<file path="src/rtl/ea_pkg.sv">
package ea_pkg;
    localparam int WORD_W    = 36;
    localparam int ADDR_W    = 15;
    localparam int TAG_W     = 3;
    localparam int FLAG_W    = 2;
    localparam int Y_LSB     = 0;
    localparam int TAG_LSB   = Y_LSB + ADDR_W;
    localparam int FLAG_LSB  = 22;
    localparam int NUM_IDX   = (1 << TAG_W) - 1;

    typedef logic [WORD_W-1:0] word_t;
    typedef logic [ADDR_W-1:0] addr_t;
    typedef logic [TAG_W-1:0]  tag_t;
    typedef logic [FLAG_W-1:0] flag_t;

    typedef enum logic {ST_IDLE, ST_WAIT} ea_state_e;

    function automatic addr_t field_y(input word_t w);
        return w[Y_LSB +: ADDR_W];
    endfunction

    function automatic tag_t field_tag(input word_t w);
        return w[TAG_LSB +: TAG_W];
    endfunction

    function automatic flag_t field_flag(input word_t w);
        return w[FLAG_LSB +: FLAG_W];
    endfunction
endpackage

</file>
<file path="src/rtl/ea_index_file.sv">
module ea_index_file #(
    parameter int AW = ea_pkg::ADDR_W,
    parameter int TW = ea_pkg::TAG_W
) (
    input  logic          clk,
    input  logic          rst_n,
    input  logic          lmtm,
    input  logic          ld_en,
    input  logic [TW-1:0] ld_tag,
    input  logic [AW-1:0] ld_data,
    input  logic [TW-1:0] rd_tag,
    output logic [AW-1:0] rd_val
);
    localparam int N = (1 << TW) - 1;

    typedef struct packed {
        logic                grouped;
        logic [N:1][AW-1:0]  regs;
    } file_t;

    file_t file_d, file_q;

    logic [N:1]         ld_hit;
    logic [N:1]         rd_sel;
    logic [N:1][AW-1:0] rd_term;

    for (genvar i = 1; i <= N; i++) begin : g_slot
        localparam bit P2 = ((i & (i - 1)) == 0);
        localparam int BP = P2 ? $clog2(i) : 0;
        assign ld_hit[i]  = file_q.grouped ? (P2 && ld_tag[BP]) : (ld_tag == TW'(i));
        assign rd_sel[i]  = file_q.grouped ? (P2 && rd_tag[BP]) : (rd_tag == TW'(i));
        assign rd_term[i] = rd_sel[i] ? file_q.regs[i] : '0;
    end

    always_comb begin
        rd_val = '0;
        for (int i = 1; i <= N; i++) begin
            rd_val = rd_val | rd_term[i];
        end
    end

    always_comb begin
        file_d = file_q;
        if (lmtm) begin
            file_d.grouped = 1'b0;
        end
        for (int i = 1; i <= N; i++) begin
            if (ld_en && ld_hit[i]) begin
                file_d.regs[i] = ld_data;
            end
        end
    end

    always_ff @(posedge clk) begin
        if (!rst_n) begin
            file_q.grouped <= 1'b1;
            file_q.regs    <= '0;
        end else begin
            file_q <= file_d;
        end
    end
endmodule

</file>
<file path="src/rtl/ea_seq.sv">
module ea_seq
    import ea_pkg::*;
(
    input  logic  clk,
    input  logic  rst_n,
    input  logic  start,
    input  logic  idx_ctl,
    input  word_t instr,
    input  logic  mem_rvalid,
    input  word_t mem_rdata,
    input  addr_t c_val,
    output tag_t  rd_tag,
    output logic  mem_req,
    output addr_t mem_addr,
    output logic  done,
    output addr_t ea
);
    typedef struct packed {
        ea_state_e state;
        addr_t     ea;
        logic      done;
        addr_t     maddr;
    } seq_t;

    seq_t  seq_d, seq_q;
    word_t src;
    addr_t indexed;

    always_comb begin
        src     = (seq_q.state == ST_WAIT) ? mem_rdata : instr;
        rd_tag  = field_tag(src);
        indexed = field_y(src) - c_val;

        seq_d      = seq_q;
        seq_d.done = 1'b0;
        unique case (seq_q.state)
            ST_IDLE: begin
                if (start) begin
                    if (idx_ctl) begin
                        seq_d.ea   = field_y(instr);
                        seq_d.done = 1'b1;
                    end else if (field_flag(instr) == 2'b11) begin
                        seq_d.maddr = indexed;
                        seq_d.state = ST_WAIT;
                    end else begin
                        seq_d.ea   = indexed;
                        seq_d.done = 1'b1;
                    end
                end
            end
            ST_WAIT: begin
                if (mem_rvalid) begin
                    seq_d.ea    = indexed;
                    seq_d.done  = 1'b1;
                    seq_d.state = ST_IDLE;
                end
            end
            default: seq_d.state = ST_IDLE;
        endcase
    end

    always_ff @(posedge clk) begin
        if (!rst_n) begin
            seq_q.state <= ST_IDLE;
            seq_q.ea    <= '0;
            seq_q.done  <= 1'b0;
            seq_q.maddr <= '0;
        end else begin
            seq_q <= seq_d;
        end
    end

    assign mem_req  = (seq_q.state == ST_WAIT);
    assign mem_addr = seq_q.maddr;
    assign done     = seq_q.done;
    assign ea       = seq_q.ea;
endmodule

</file>
<file path="src/rtl/ea_unit.sv">
module ea_unit
    import ea_pkg::*;
(
    input  logic              clk,
    input  logic              rst_n,
    input  logic              start,
    input  logic [WORD_W-1:0] instr,
    input  logic              idx_ctl,
    input  logic              ld_en,
    input  logic [TAG_W-1:0]  ld_tag,
    input  logic [ADDR_W-1:0] ld_data,
    input  logic              lmtm,
    output logic              mem_req,
    output logic [ADDR_W-1:0] mem_addr,
    input  logic              mem_rvalid,
    input  logic [WORD_W-1:0] mem_rdata,
    output logic              done,
    output logic [ADDR_W-1:0] ea
);
    tag_t  rd_tag;
    addr_t c_val;

    ea_index_file #(.AW(ADDR_W), .TW(TAG_W)) u_file (
        .clk     (clk),
        .rst_n   (rst_n),
        .lmtm    (lmtm),
        .ld_en   (ld_en),
        .ld_tag  (ld_tag),
        .ld_data (ld_data),
        .rd_tag  (rd_tag),
        .rd_val  (c_val)
    );

    ea_seq u_seq (
        .clk        (clk),
        .rst_n      (rst_n),
        .start      (start),
        .idx_ctl    (idx_ctl),
        .instr      (instr),
        .mem_rvalid (mem_rvalid),
        .mem_rdata  (mem_rdata),
        .c_val      (c_val),
        .rd_tag     (rd_tag),
        .mem_req    (mem_req),
        .mem_addr   (mem_addr),
        .done       (done),
        .ea         (ea)
    );
endmodule

</file>
<file path="config.mk">
export PLATFORM = sky130hd
export DESIGN_NAME = ea_unit
export DESIGN_NICKNAME = d
export VERILOG_FILES = /design/src/rtl/ea_pkg.sv /design/src/rtl/ea_index_file.sv /design/src/rtl/ea_seq.sv /design/src/rtl/ea_unit.sv
export SDC_FILE = /design/constraint.sdc
export NUM_CORES = 1
export LEC_CHECK = 0
export ABC_AREA = 0
export BUFFER_PORTS_ARGS = -buffer_cell sky130_fd_sc_hd__buf_2
export CAP_MARGIN = 20
export CORE_ASPECT_RATIO = 0.75
export CORE_MARGIN = 2
export CORE_UTILIZATION = 46
export DETAILED_ROUTE_END_ITERATION = 7
export PLACE_DENSITY_LB_ADDON = 0.12
export REMOVE_ABC_BUFFERS = 1
export SLEW_MARGIN = 30
export SYNTH_ARGS = -nofsm -noshare
export SYNTH_HDL_FRONTEND = slang
export SYNTH_SLANG_ARGS = --single-unit
</file>
<file path="constraint.sdc">
create_clock -name clk -period 3.95 [get_ports clk]
set_clock_uncertainty 0.15 [all_clocks]
set_input_delay 0.395 -clock clk [delete_from_list [all_inputs] [get_ports clk]]
set_output_delay 0.395 -clock clk [all_outputs]
set_load 0.02 [all_outputs]
</file>
==> run metrics <==
outcome complete, no violations; total power draw 3.579 mW; HPWL after detailed placement 13.92 mm; relative contribution of the clock network to total power 41.8%; FMAX 262.1 MHz; GRT Residual Overflow 0; overall die area 0.01641 mm^2; pin slew with the least headroom to its limit 0.8036 ns; Crit Path Max Fanout 8; number of buffers inserted by hold repair at cts 0; relative slew slack 46.43%; starting utilization of the core area 46.80%; leading post-synthesis cells by cell area dfxtp_1 (39%), nand2_1 (10%), a21boi_0 (7.4%); Vias per Instance 5.592; combined global-route utilization of all metal layers 24.61%; Residual DRC 0; I/O Pins 129; arrival time at the worst endpoint 3.97 ns; crit-path most repeated cell buf_4; leading cell types in the layout, fill and taps excluded nand2_1 (197), dfxtp_1 (137), buf_2 (93); synthesis warning total 0; Most Used Layer, Global Route met2; met3 Resource Use GR 3.770%; fin cells 1144; distinct cell type count after synthesis 62; number of fill cells in the layout 1377; clk sink count 138; most common cell after layout, fill and taps aside nand2_1; Pint 2.594 mW; TritonCTS clock tree done; maximum count of clock buffers along a single path 2; grt met1 use 33.45%; slowest library cell on the worst path a221o_1; critical path cell sequence buf_6, mux2i_4, buf_4, nor4_4, buf_4, buf_4, a221oi_1, and3_1, ha_2, o21a_1, o21ai_1, a21oi_2, a221o_1, a221oi_2, xnor2_1, a22o_1; Std-Cell Rows 39; Placed Instances 1104; kind of end point of the critical path flop; footprint of the multi-input gates 0.004168 mm^2; largest net degree at the start of global routing 98; root buf cell clkbuf_16; worst stage delay on the critical path 0.38 ns; final design instance area without fill 0.008613 mm^2; Avg Synthesized Cell Area 8.623 um^2; worst hold-check path type input pin to flop; via count of the routed design 6397; Crit Path Category flop to flop; Num CTS Buffers 17; Gate power share 17.1%; primary flip-flop cell chosen by synthesis mapping dfxtp_1; final routed wirelength across all metal layers 20.22 mm; number of synthesized register bits 138; antenna violations before repair 0; number of nets in the layout 1038; placed inst area 0.007878 mm^2; Setup violations, final 0; core region area 0.01513 mm^2; global-route wire length before repair 31.95 mm; average wire per standard cell 17.67 um; area added between synthesis and finish 21.67%; Antenna Nets Post-Route 0; IR drop worst, VDD 0.0002991 V; fraction of layout cells with a size suffix above 1 23.64%; number of flops mapped to enable cells by yosys 0; Syn Std Cell Area 0.007079 mm^2; sw frac 27.52%; Horiz. Die Dim 147.2 um; final hold vios 0; largest area contributor in the synthesized netlist dfxtp_1; vias in the first global route 6144; DRT iter0 DRCs 453; Post-Route Setup TNS 0 ns; Gate Count Post-Synth 821; top cell type's share of synthesized area 39.02%; sequential share of power 41.1%; GP Congestion 0.8715; clock latency on the worst-skew pair 0.41 ns; met2 usage in global routing 40.34%; kind of start point of the critical path flop; final-report max-slew violation count 0; min Tclk post-route 3.815 ns; Worst-path clk slew 0.06 ns; H-tree levels 4; proportion of register bits with asynchronous set or reset after synthesis 0%; count of antenna diodes in the layout 0; router iterations before antenna repair 6; register-to-register setup slack 0.13 ns; CP Data Required Time 4.10 ns; Die H 111.4 um; share of the yosys chip area belonging to registers 39.02%; maximum capacitance violations 0; P_sw 985.1 uW; period utilisation layout 96.59%; count of buffers from port buffering 94; P_leak 3.473 nW; total area of sequential cells 0.002764 mm^2; power per unit of standard cell area 415.5 mW/mm^2
## flip-flops by register name, summed over array words and instances (netlist names)
signal,cells
u_seq.ea,15
u_seq.mem_req,1
u_seq.done,1
u_file.file_q,106
u_seq.mem_addr,15
## worst max-delay path, delay by kind of cell, from the launching register on
family | cells | cell delay, ns
DFF | 1 | 0.35
adders and majority gates | 1 | 0.32
AOI/OAI and AO/OA | 7 | 1.57
muxes | 1 | 0.25
and+or+nand+nor | 2 | 0.29
xor gates and xnor gates | 1 | 0.12
buffers and inverters | 4 | 0.65
## layer usage
layer / part of all wire, % / vias to the layer above
li1: - / 3092
met1: 46 / 3088
met5: 0 / -
met4: 2.0 / 0
met3: 4.9 / 30
met2: 47 / 187
## power groups by stage
stage                     registers [mW]  clock network, mW  logic (mW)
after floorplan                     1.53                  0       0.319
after global placement              1.50                  0       0.558
after detailed placement            1.50                  0       0.571
after CTS                           1.47               1.51       0.577
after global routing                1.47               1.59       0.664
final                               1.47               1.50       0.613
## cells by family after synthesis
logic type / synth area share (%)
buffers and inverters: 3.605
muxes: 10.32
and+or+nand+nor: 21.92
DFF: 39.02
AOI/OAI and AO/OA: 21.01
adders and majority gates: 2.757
xor gates and xnor gates: 1.361
## area by class of cell
class,instances,area share (%)
Clock inverter,9,0.7408
Clock buffer,23,5.782
Multi-Input combinational cell,623,48.39
Sequential cell,138,32.09
Timing Repair Buffer,141,9.805
Tap cell,205,2.978
Inverter,5,0.2179
## path summary, 6_finish.rpt
path	startpoint	to	cells past startpoint
hold reg to reg	u_seq.ea[10]	u_seq.ea[10]	2
hold / removal	lmtm	u_file.file_q[105]	2
setup / recovery	u_seq.mem_req	u_seq.ea[14]	16
setup reg to reg	u_seq.mem_req	u_seq.ea[14]	16
## synthesized netlist by cell type (3+ instances only)
cell type	n
a21o_1	4
o211a_1	4
a222oi_1	5
and2_1	6
a22oi_1	15
a21oi_2	3
o21a_1	9
xor2_1	4
mux2i_4	3
and3_1	16
inv_1	5
a32oi_1	5
o21ai_0	11
nand3_1	11
mux2i_1	49
or3_1	3
a22o_1	10
xnor2_1	7
clkbuf_1	40
a21oi_1	25
nor2b_1	54
buf_2	12
nand2b_1	3
a221oi_1	13
a21boi_0	70
o211ai_1	3
nor2_1	20
nand2_1	197
dfxtp_1	138
mux2_2	14
nor3_1	8
ha_1	14
## metrics by stage
step	worst slack, ns	hold WS [ns]	utilization [%]
floorplan	-0.7799	0.2928	-
global placement	-0.2806	0.2886	52.08
CTS	0.003619	0.03579	55.91
detailed placement	-0.3079	0.2890	52.08
finish	0.1347	0.05318	56.94
global route	-0.04547	0.05330	56.94
## what timing repair did
| action | CTS | global route |
|---|---|---|
| gates resized for setup | 5 | 23 |
| cloned | 0 | 0 |
| pin swaps | 1 | 14 |
| setup endpoints to repair | 13 | 15 |
| buffers inserted | 0 | 9 |
Power figures use the tool's default switching activity.
